--- config.mk ---
export PLATFORM = sky130hd
export DESIGN_NAME = cclk_gen
export DESIGN_NICKNAME = d
export VERILOG_FILES = /design/src/rtl/cclk_pkg.sv /design/src/rtl/cclk_divider.sv /design/src/rtl/cclk_update_seq.sv /design/src/rtl/cclk_regs.sv /design/src/rtl/cclk_gen.sv
export SDC_FILE = /design/constraint.sdc
export NUM_CORES = 1
export LEC_CHECK = 0
export BUFFER_PORTS_ARGS = -buffer_cell sky130_fd_sc_hd__buf_2
export CAP_MARGIN = 10
export CORE_ASPECT_RATIO = 1.75
export CORE_MARGIN = 5
export CORE_UTILIZATION = 50
export CTS_CLUSTER_SIZE = 20
export DETAILED_ROUTE_END_ITERATION = 10
export GPL_TIMING_DRIVEN = 0
export PLACE_DENSITY = 0.79
export SLEW_MARGIN = 5
export SYNTH_ARGS = -nofsm -noshare
export SYNTH_HDL_FRONTEND = slang
export SYNTH_SLANG_ARGS = --single-unit
--- constraint.sdc ---
create_clock -name clk -period 5.65 [get_ports clk]
set_input_delay 1.13 -clock clk [delete_from_list [all_inputs] [get_ports clk]]
set_output_delay 1.13 -clock clk [all_outputs]
set_load 0.03 [all_outputs]
--- src/rtl/cclk_pkg.sv ---
package cclk_pkg;
   // register word addresses
   localparam int A_DIV  = 0;
   localparam int A_ENA  = 1;
   localparam int A_SRC  = 2;
   localparam int A_CMD  = 3;
   localparam int A_RINT = 4;
   localparam int A_STAT = 5;
   // bit positions software depends on
   localparam int CMD_START_BIT = 31;
   localparam int CMD_UPD_BIT   = 21;
   localparam int CMD_WAIT_BIT  = 13;
   localparam int RINT_LOCK_BIT = 12;
   localparam int STAT_BUSY_BIT = 9;
endpackage

--- src/rtl/cclk_divider.sv ---
module cclk_divider #(
   parameter int DIV_W = 8
) (
   input  logic             clk,
   input  logic             rst_n,
   input  logic [DIV_W-1:0] req_div,
   input  logic             req_en,
   output logic [DIV_W-1:0] run_div_o,
   output logic             card_clk_o
);
   logic [DIV_W-1:0] cnt_q, run_div_q, eff_div;
   logic             run_en_q, clk_q, at_end;

   assign eff_div = (req_div == '0) ? DIV_W'(1) : req_div;
   assign at_end  = (cnt_q == run_div_q - DIV_W'(1));

   // new settings load only at a period boundary (end of low phase) or while stopped
   always_ff @(posedge clk or negedge rst_n) begin
      if (!rst_n) begin
         cnt_q     <= '0;
         run_div_q <= DIV_W'(1);
         run_en_q  <= 1'b0;
         clk_q     <= 1'b0;
      end else if (!run_en_q || (at_end && !clk_q)) begin
         cnt_q     <= '0;
         run_div_q <= eff_div;
         run_en_q  <= req_en;
         clk_q     <= req_en;
      end else if (at_end) begin
         cnt_q <= '0;
         clk_q <= 1'b0;
      end else begin
         cnt_q <= cnt_q + DIV_W'(1);
      end
   end

   assign run_div_o  = run_div_q;
   assign card_clk_o = clk_q;
endmodule

--- src/rtl/cclk_update_seq.sv ---
module cclk_update_seq #(
   parameter int DIV_W   = 8,
   parameter int UPD_LAT = 4
) (
   input  logic             clk,
   input  logic             rst_n,
   input  logic             cmd_req,
   input  logic             req_upd,
   input  logic             req_wait,
   input  logic             data_busy,
   input  logic [DIV_W-1:0] div_pend,
   input  logic             ena_pend,
   output logic             start_o,
   output logic             upd_o,
   output logic             wait_o,
   output logic             lock_err_o,
   output logic [DIV_W-1:0] act_div,
   output logic             act_en
);
   localparam int CW = (UPD_LAT > 1) ? $clog2(UPD_LAT) : 1;

   logic start_q, upd_q, wait_q, blocked, done, accept;

   assign blocked    = wait_q & data_busy;
   assign accept     = cmd_req & ~start_q;
   assign lock_err_o = cmd_req & start_q;

   generate
      if (UPD_LAT == 1) begin : g_lat1
         assign done = start_q & ~blocked;
      end else begin : g_latn
         logic [CW-1:0] cnt_q;
         always_ff @(posedge clk or negedge rst_n) begin
            if (!rst_n)                 cnt_q <= '0;
            else if (!start_q || blocked) cnt_q <= '0;
            else                        cnt_q <= cnt_q + CW'(1);
         end
         assign done = start_q & ~blocked & (cnt_q == CW'(UPD_LAT - 1));
      end
   endgenerate

   always_ff @(posedge clk or negedge rst_n) begin
      if (!rst_n) begin
         start_q <= 1'b0;
         upd_q   <= 1'b0;
         wait_q  <= 1'b0;
      end else if (accept) begin
         start_q <= 1'b1;
         upd_q   <= req_upd;
         wait_q  <= req_wait;
      end else if (done) begin
         start_q <= 1'b0;
      end
   end

   always_ff @(posedge clk or negedge rst_n) begin
      if (!rst_n) begin
         act_div <= DIV_W'(1);
         act_en  <= 1'b0;
      end else if (done && upd_q) begin
         act_div <= div_pend;
         act_en  <= ena_pend;
      end
   end

   assign start_o = start_q;
   assign upd_o   = upd_q;
   assign wait_o  = wait_q;
endmodule

--- src/rtl/cclk_regs.sv ---
module cclk_regs
   import cclk_pkg::*;
#(
   parameter int DIV_W  = 8,
   parameter int ADDR_W = 3,
   parameter int DATA_W = 32
) (
   input  logic              clk,
   input  logic              rst_n,
   input  logic              we,
   input  logic [ADDR_W-1:0] addr,
   input  logic [DATA_W-1:0] wdata,
   input  logic              start,
   input  logic              upd,
   input  logic              wait_f,
   input  logic              data_busy,
   input  logic              lock_err,
   output logic [DIV_W-1:0]  div_q,
   output logic              ena_q,
   output logic              lock_q,
   output logic [DATA_W-1:0] rdata
);
   logic [1:0] src_q;
   logic       unused_wbits;

   assign unused_wbits = ^wdata;

   always_ff @(posedge clk or negedge rst_n) begin
      if (!rst_n) begin
         div_q <= DIV_W'(1);
         ena_q <= 1'b0;
         src_q <= 2'b00;
      end else if (we) begin
         if (addr == ADDR_W'(A_DIV)) div_q <= wdata[DIV_W-1:0];
         if (addr == ADDR_W'(A_ENA)) ena_q <= wdata[0];
         if (addr == ADDR_W'(A_SRC)) src_q <= wdata[1:0];
      end
   end

   // sticky error: set has priority over write-one-to-clear
   always_ff @(posedge clk or negedge rst_n) begin
      if (!rst_n)
         lock_q <= 1'b0;
      else if (lock_err)
         lock_q <= 1'b1;
      else if (we && addr == ADDR_W'(A_RINT) && wdata[RINT_LOCK_BIT])
         lock_q <= 1'b0;
   end

   always_comb begin
      rdata = '0;
      case (addr)
         ADDR_W'(A_DIV):  rdata[DIV_W-1:0] = div_q;
         ADDR_W'(A_ENA):  rdata[0] = ena_q;
         ADDR_W'(A_SRC):  rdata[1:0] = src_q;
         ADDR_W'(A_CMD): begin
            rdata[CMD_START_BIT] = start;
            rdata[CMD_UPD_BIT]   = upd;
            rdata[CMD_WAIT_BIT]  = wait_f;
         end
         ADDR_W'(A_RINT): rdata[RINT_LOCK_BIT] = lock_q;
         ADDR_W'(A_STAT): rdata[STAT_BUSY_BIT] = data_busy;
         default:         rdata = '0;
      endcase
   end
endmodule

--- src/rtl/cclk_gen.sv ---
module cclk_gen
   import cclk_pkg::*;
#(
   parameter int DIV_W   = 8,
   parameter int UPD_LAT = 4,
   parameter int ADDR_W  = 3,
   parameter int DATA_W  = 32
) (
   input  logic              clk,
   input  logic              rst_n,
   input  logic              reg_we,
   input  logic [ADDR_W-1:0] reg_addr,
   input  logic [DATA_W-1:0] reg_wdata,
   output logic [DATA_W-1:0] reg_rdata,
   input  logic              data_busy,
   output logic              card_clk,
   output logic              lock_err_flag
);
   generate
      if (DATA_W < 32) begin : g_bad_data_w
         $error("DATA_W must hold bit 31 of the command register");
      end
      if (DIV_W < 1 || DIV_W > DATA_W) begin : g_bad_div_w
         $error("DIV_W out of range");
      end
      if (UPD_LAT < 1) begin : g_bad_lat
         $error("UPD_LAT must be at least 1");
      end
      if (ADDR_W < 3) begin : g_bad_addr_w
         $error("ADDR_W too small for the register map");
      end
   endgenerate

   logic             cmd_req, start_s, upd_s, wait_s, lock_err_s, ena_pend, act_en;
   logic [DIV_W-1:0] div_pend, act_div, run_div;

   assign cmd_req = reg_we && (reg_addr == ADDR_W'(A_CMD)) && reg_wdata[CMD_START_BIT];

   cclk_regs #(.DIV_W(DIV_W), .ADDR_W(ADDR_W), .DATA_W(DATA_W)) u_regs (
      .clk(clk), .rst_n(rst_n), .we(reg_we), .addr(reg_addr), .wdata(reg_wdata),
      .start(start_s), .upd(upd_s), .wait_f(wait_s), .data_busy(data_busy),
      .lock_err(lock_err_s), .div_q(div_pend), .ena_q(ena_pend),
      .lock_q(lock_err_flag), .rdata(reg_rdata)
   );

   cclk_update_seq #(.DIV_W(DIV_W), .UPD_LAT(UPD_LAT)) u_seq (
      .clk(clk), .rst_n(rst_n), .cmd_req(cmd_req),
      .req_upd(reg_wdata[CMD_UPD_BIT]), .req_wait(reg_wdata[CMD_WAIT_BIT]),
      .data_busy(data_busy), .div_pend(div_pend), .ena_pend(ena_pend),
      .start_o(start_s), .upd_o(upd_s), .wait_o(wait_s), .lock_err_o(lock_err_s),
      .act_div(act_div), .act_en(act_en)
   );

   cclk_divider #(.DIV_W(DIV_W)) u_div (
      .clk(clk), .rst_n(rst_n), .req_div(act_div), .req_en(act_en),
      .run_div_o(run_div), .card_clk_o(card_clk)
   );
endmodule

Yosys cells after proc, flatten, opt, wreduce, memory -nomap -nowiden
Index checks and enable logic that the tools add are counted.

Reduce and logical (&&, ||, !) cells: 19. Bitwise operators: 7. Muxes and demuxes: 18. Add/sub/neg operators: 3. Equal/unequal tests: 7.

Operators by type and width (count): two-way mux 8 bit (3); two-way mux 1 bit (11); adder 8 x 1 -> 8 bit, second input constant (1); equality test 8 bit (1); zero test 8 bit (1); subtractor 8 x 1 -> 8 bit, second input constant (1); equality test 3 x 2 -> 1 bit, second input constant (2); equality test 3 bit, second input constant (2); logical AND 1 bit (6); two-way mux 6 bit (1); AND reduction 2 bit (3); nonzero test 2 bit (3); AND 1 bit (5); equality test 3 x 1 -> 1 bit, second input constant (1); zero test 1 bit (3); zero test 3 bit (1); one-hot mux 1 bit (3 select lines) (1); adder 2 x 1 -> 2 bit, second input constant (1); equality test 2 bit, second input constant (1); logical OR 1 bit (2); two-way mux 2 bit (1); NOT 1 bit (2); one-hot mux 1 bit (2 select lines) (1).

Register bits after elaboration: 44. Output and inout port bits: 34.

Logic depth before layout (Yosys ltp)
Depth in word-level cells: 6. Mapped depth: 8. Gate-level depth less buffers: 8.

Modules after synthesis
From an unflattened synthesis, not the netlist that was laid out.

Cell total of the unflattened synthesis: 195. Area, all modules: 2326.0 um^2.

Modules (own cells, without submodules): cclk_divider (seq. area each 451.7 um^2, area each 950.9 um^2, cells an instance 85, instances 1); cclk_regs (seq. area each 301.5 um^2, area each 777.0 um^2, cells an instance 72, instances 1); cclk_update_seq (seq. area each 351.6 um^2, area each 588.1 um^2, cells an instance 36, instances 1); cclk_gen (seq. area each 0.0 um^2, area each 10.0 um^2, cells an instance 2, instances 1).

Least setup slack after synthesis
No wires, ideal clock.

Path kind: input to output. Start point: in reg_addr[1]. End point: out reg_rdata[1]. Required time: 4520 ps. Stages on the path: 3. Data arrival time: 2157 ps. Slack: 2363 ps. Cells stage by stage: clkbuf_1 mux2i_1 nor3_1.

Cells in the longest elaborated chain, start to end: 2. Elaborated cells between the ends (all ways): 3. Classes of those cells: eq/ne (1); mux (1); reduce/logical (1).

Ends and longest elaborated chain: start, declared (line cclk_gen.sv:12) `input logic [ADDR_W-1:0] reg_addr,`; equality test 3 x 2 -> 1 bit or zero test 3 bit (tied branches) (line cclk_regs.sv:52) `case (addr)`; one-hot mux 1 bit (2 select lines) (*) (line cclk_regs.sv:52); end, declared (line cclk_gen.sv:14) `output logic [DATA_W-1:0] reg_rdata,`.

Mark *: on every way between the ends. The rest lies on a longest branch, timed or not.

Worst setup path after layout
Start point: in reg_addr[1]. End point: out reg_rdata[3].

Cells in the longest elaborated chain, start to end: 2.

Ends and longest elaborated chain (line): zero test 3 bit (cclk_regs.sv:52); two-way mux 6 bit (cclk_regs.sv:52).

Every way passes these cells.

==> results by group <==
Synth
  • Most numerous cell in the Yosys netlist: dfrtp_1
  • Syn Area/Cell: 11.3 sq um
  • Most common library cells after synthesis: 41 x dfrtp_1, 28 x mux2_2, 19 x buf_4, 19 x nor2_1, 11 x and2_1
  • Top cells by area, synth: dfrtp_1 46%, mux2_2 14%, buf_4 6.3%, dfstp_2 3.5%, xor2_1 3.5%
  • Mapped Area: 0.00225 sq mm
  • Synth cell types: 33
  • Largest area contributor in the netlist: dfrtp_1
  • Synth Flop Type: dfrtp_1
  • Syn Inst Count: just under 200
  • #FFs+latches synth: 44
  • Asr flop ratio synth: 1.00
  • Yosys warns: 0
  • Sequential-to-total area share from yosys stat: 0.491
  • Post-synth top area share: 0.456
  • Number of synthesized flops with an enable pin: 0

Critical path
  • CP Launch Type: input pin
  • CP endpoint kind: output port
  • CP Class: input pin to output port
  • CP max FO: 10
  • Required time of the worst setup path: roughly 4500 ps
  • WP data arrival: between 2000 and 2500 ps

CTS
  • Hold buffers post-CTS: 0
  • Post-CTS setup repair buffer count: 0
  • Root Driver: clkbuf_8
  • Clock buffer depth: 2
  • H-tree levels: 2
  • Cts repair resizes: 0
  • Clk Latency, worst-skew pair: between 200 and 300 ps
  • # clock sinks: 44
  • Clock buffer count from CTS: 5
  • Worst-path clk slew: approximately 70 ps
  • TritonCTS clock tree: built

Floorplan
  • Starting Density: 0.511
  • Die height: about 99 um
  • # IOs: between 70 and 80
  • Rows: 32
  • Placeable Area: ~0.0044 sq mm
  • Die X: slightly above 60 um
  • Die area: approximately 0.006 sq mm

Route
  • Vias: 1510
  • Total wire length: around 4200 um
  • # DRC: 0
  • Drt initial violations: 24
  • Drt first pass iters: 4
  • Avg WL per Cell: ~14 um
  • Final ANT Viol Nets: 0
  • Vias per Instance: about 4.9

Place
  • Placed wire-length estimate: approximately 3300 um
  • Place WS: 2010 ps
  • Placer Congestion: a little under 0.8
  • Cell Area, Placed: between 0.002 and 0.003 sq mm
  • IO buf count: 31

Finish
  • Reg area: around 0.0011 sq mm
  • Fillcell total: 391
  • Final instance area: 0.00263 sq mm
  • # diodes: 0
  • Area grow syn2layout: 16.7%
  • Area of the multi-input gates: 0.00103 sq mm
  • Final net count: 297
  • Core Util, Final: 0.597
  • Share of layout cells above drive strength 1: 0.352

GRT
  • Vias in the first global route: approximately 1600
  • Largest net degree at the start of global routing: between 40 and 50
  • Initial antenna violation count: 0
  • Gr ovfl total: 0
  • First-pass GRT wire length: slightly above 7000 um
  • Total GRT Usage: 0.154

Timing
  • Max Clock Freq: roughly 280 MHz
  • Final period utilization: 0.637
  • Final hold viol count: 0
  • Max-Slew Margin vs Limit: 0.351
  • RSZ-0062 raised after global routing: false
  • Setup_tns: 0 ps
  • Slew @ Worst Pin: 973 ps
  • Setup violations, final: 0
  • Final Worst Setup Slack: between 2000 and 2500 ps
  • Clock skew: between 7 and 8 ps
  • Fin. max-slew vios: 0
  • Minimum clock period: roughly 3600 ps

Hold path
  • Worst Hold Class: flip-flop to flip-flop

Run
  • Max-cap violations: 0

Status
  • Status: finished, final reports clean

Pwr
  • Logic pwr share: 0.404
  • Leak: about 1.3 nW
  • Clk pwr share: 0.165
  • Sw Share: 0.369
  • Power Density: roughly 460 mW/mm^2
  • Int Power: between 0.0007 and 0.0008 W
  • Sequential share of power: 0.432
  • Psw: roughly 0.00045 W
  • Max rail drop VDD: 0.305 mV
layer usage:
layer	part of all wire	global-route usage	up-vias
met5	0	0	-
met4	0.024	0.0634	0
met3	0.043	0.0275	9
met2	0.58	0.289	40
met1	0.36	0.155	711
li1	-	-	750
power groups by stage:
stage	Clock [W]	Sequential [W]	Combinational [W]
2_1_floorplan	0	0.000510	0.000394
3_3_place_gp	0	0.000521	0.000474
3_5_place_dp	0	0.000526	0.000493
4_1_cts	0.000206	0.000521	0.000496
5_1_grt	0.000218	0.000535	0.000541
6_report	0.000199	0.000521	0.000487
state kept, by name (all words and copies together) (netlist names):
register,cells
u_seq.upd_o,1
u_seq.act_div,8
u_regs.lock_q,1
u_regs.div_q,8
u_seq.act_en,1
u_div.cnt_q,8
u_seq.start_o,1
u_seq.wait_o,1
u_seq.g_latn.cnt_q,2
u_div.run_div_o,8
u_div.card_clk_o,1
u_regs.src_q,2
u_div.run_en_q,1
u_regs.ena_q,1
cells by family after synthesis:
kind of cell	after synthesis	share of synthesized area
AO/OA/AOI/OAI	12	0.0422
adder cells (fa/ha/maj)	3	0.0167
AND/OR/NAND/NOR	61	0.138
flip-flops	44	0.491
XOR/XNOR	17	0.0661
multiplexers	33	0.163
other	1	0.00167
buffers and inverters	28	0.0817
stage by stage:
stage / total power, W / cells / hold slack, ps
floorplan: 0.000904 / 217 / 408
global placement: 0.000995 / 299 / 422
detailed placement: 0.00102 / 299 / 432
CTS: 0.00122 / 307 / 443
global route: 0.00129 / 307 / 467
finish: 0.00121 / 307 / 434
critical path: stages:
cell,delay [ps]
clkbuf_1,200
nor3_1,720
and2_1,220
buf_2,200
path summary, 6_finish.rpt:
| kind | startpoint | to | slack, ps | cells past startpoint |
|---|---|---|---|---|
| setup / recovery | reg_addr[1] | reg_rdata[3] | 2050 | 4 |
| hold / removal | u_seq.g_latn.cnt_q[0] | u_seq.g_latn.cnt_q[0] | 430 | 1 |
| setup reg to reg | u_div.run_div_o[0] | u_div.run_div_o[1] | 2990 | 8 |
| hold reg to reg | u_seq.g_latn.cnt_q[0] | u_seq.g_latn.cnt_q[0] | 430 | 1 |
| max in group asynchronous | rst_n | u_seq.act_div[1] | 4060 | 1 |
| min in group asynchronous | rst_n | u_div.run_div_o[2] | 1000 | 1 |
area by class of cell:
class                           instances  share of cell area
Buffer                                 23              0.0628
Clock buffer                            8              0.0343
Inverter                                5             0.00714
Multi-Input combinational cell        145               0.392
Sequential cell                        44               0.420
Tap cell                               51              0.0243
Timing Repair Buffer                   31              0.0590
layout by cell type (no fill, tap or decap):
cell,netlist,final
a211oi_1,1,1
a21oi_1,2,2
a22o_1,1,1
a31oi_1,3,3
a41o_1,1,1
and2_1,11,11
and3_1,2,2
and4b_1,1,1
buf_2,0,31
buf_4,19,19
buf_6,1,1
clkbuf_1,3,5
clkbuf_8,0,6
conb_1,1,19
dfrtp_1,41,41
dfstp_2,3,3
ha_1,3,3
inv_1,5,5
mux2_1,1,1
mux2_2,28,28
mux2i_1,4,4
nand2_1,7,7
nand2b_1,2,2
nand3_1,7,7
nand3b_1,1,1
nor2_1,19,19
nor3_1,7,7
nor3b_1,2,2
nor4_1,1,1
o21ai_1,2,2
o2bb2ai_1,1,1
o31ai_4,1,1
or3_4,1,1
xnor2_1,8,8
xor2_1,9,9
Power figures use the tool's default switching activity.
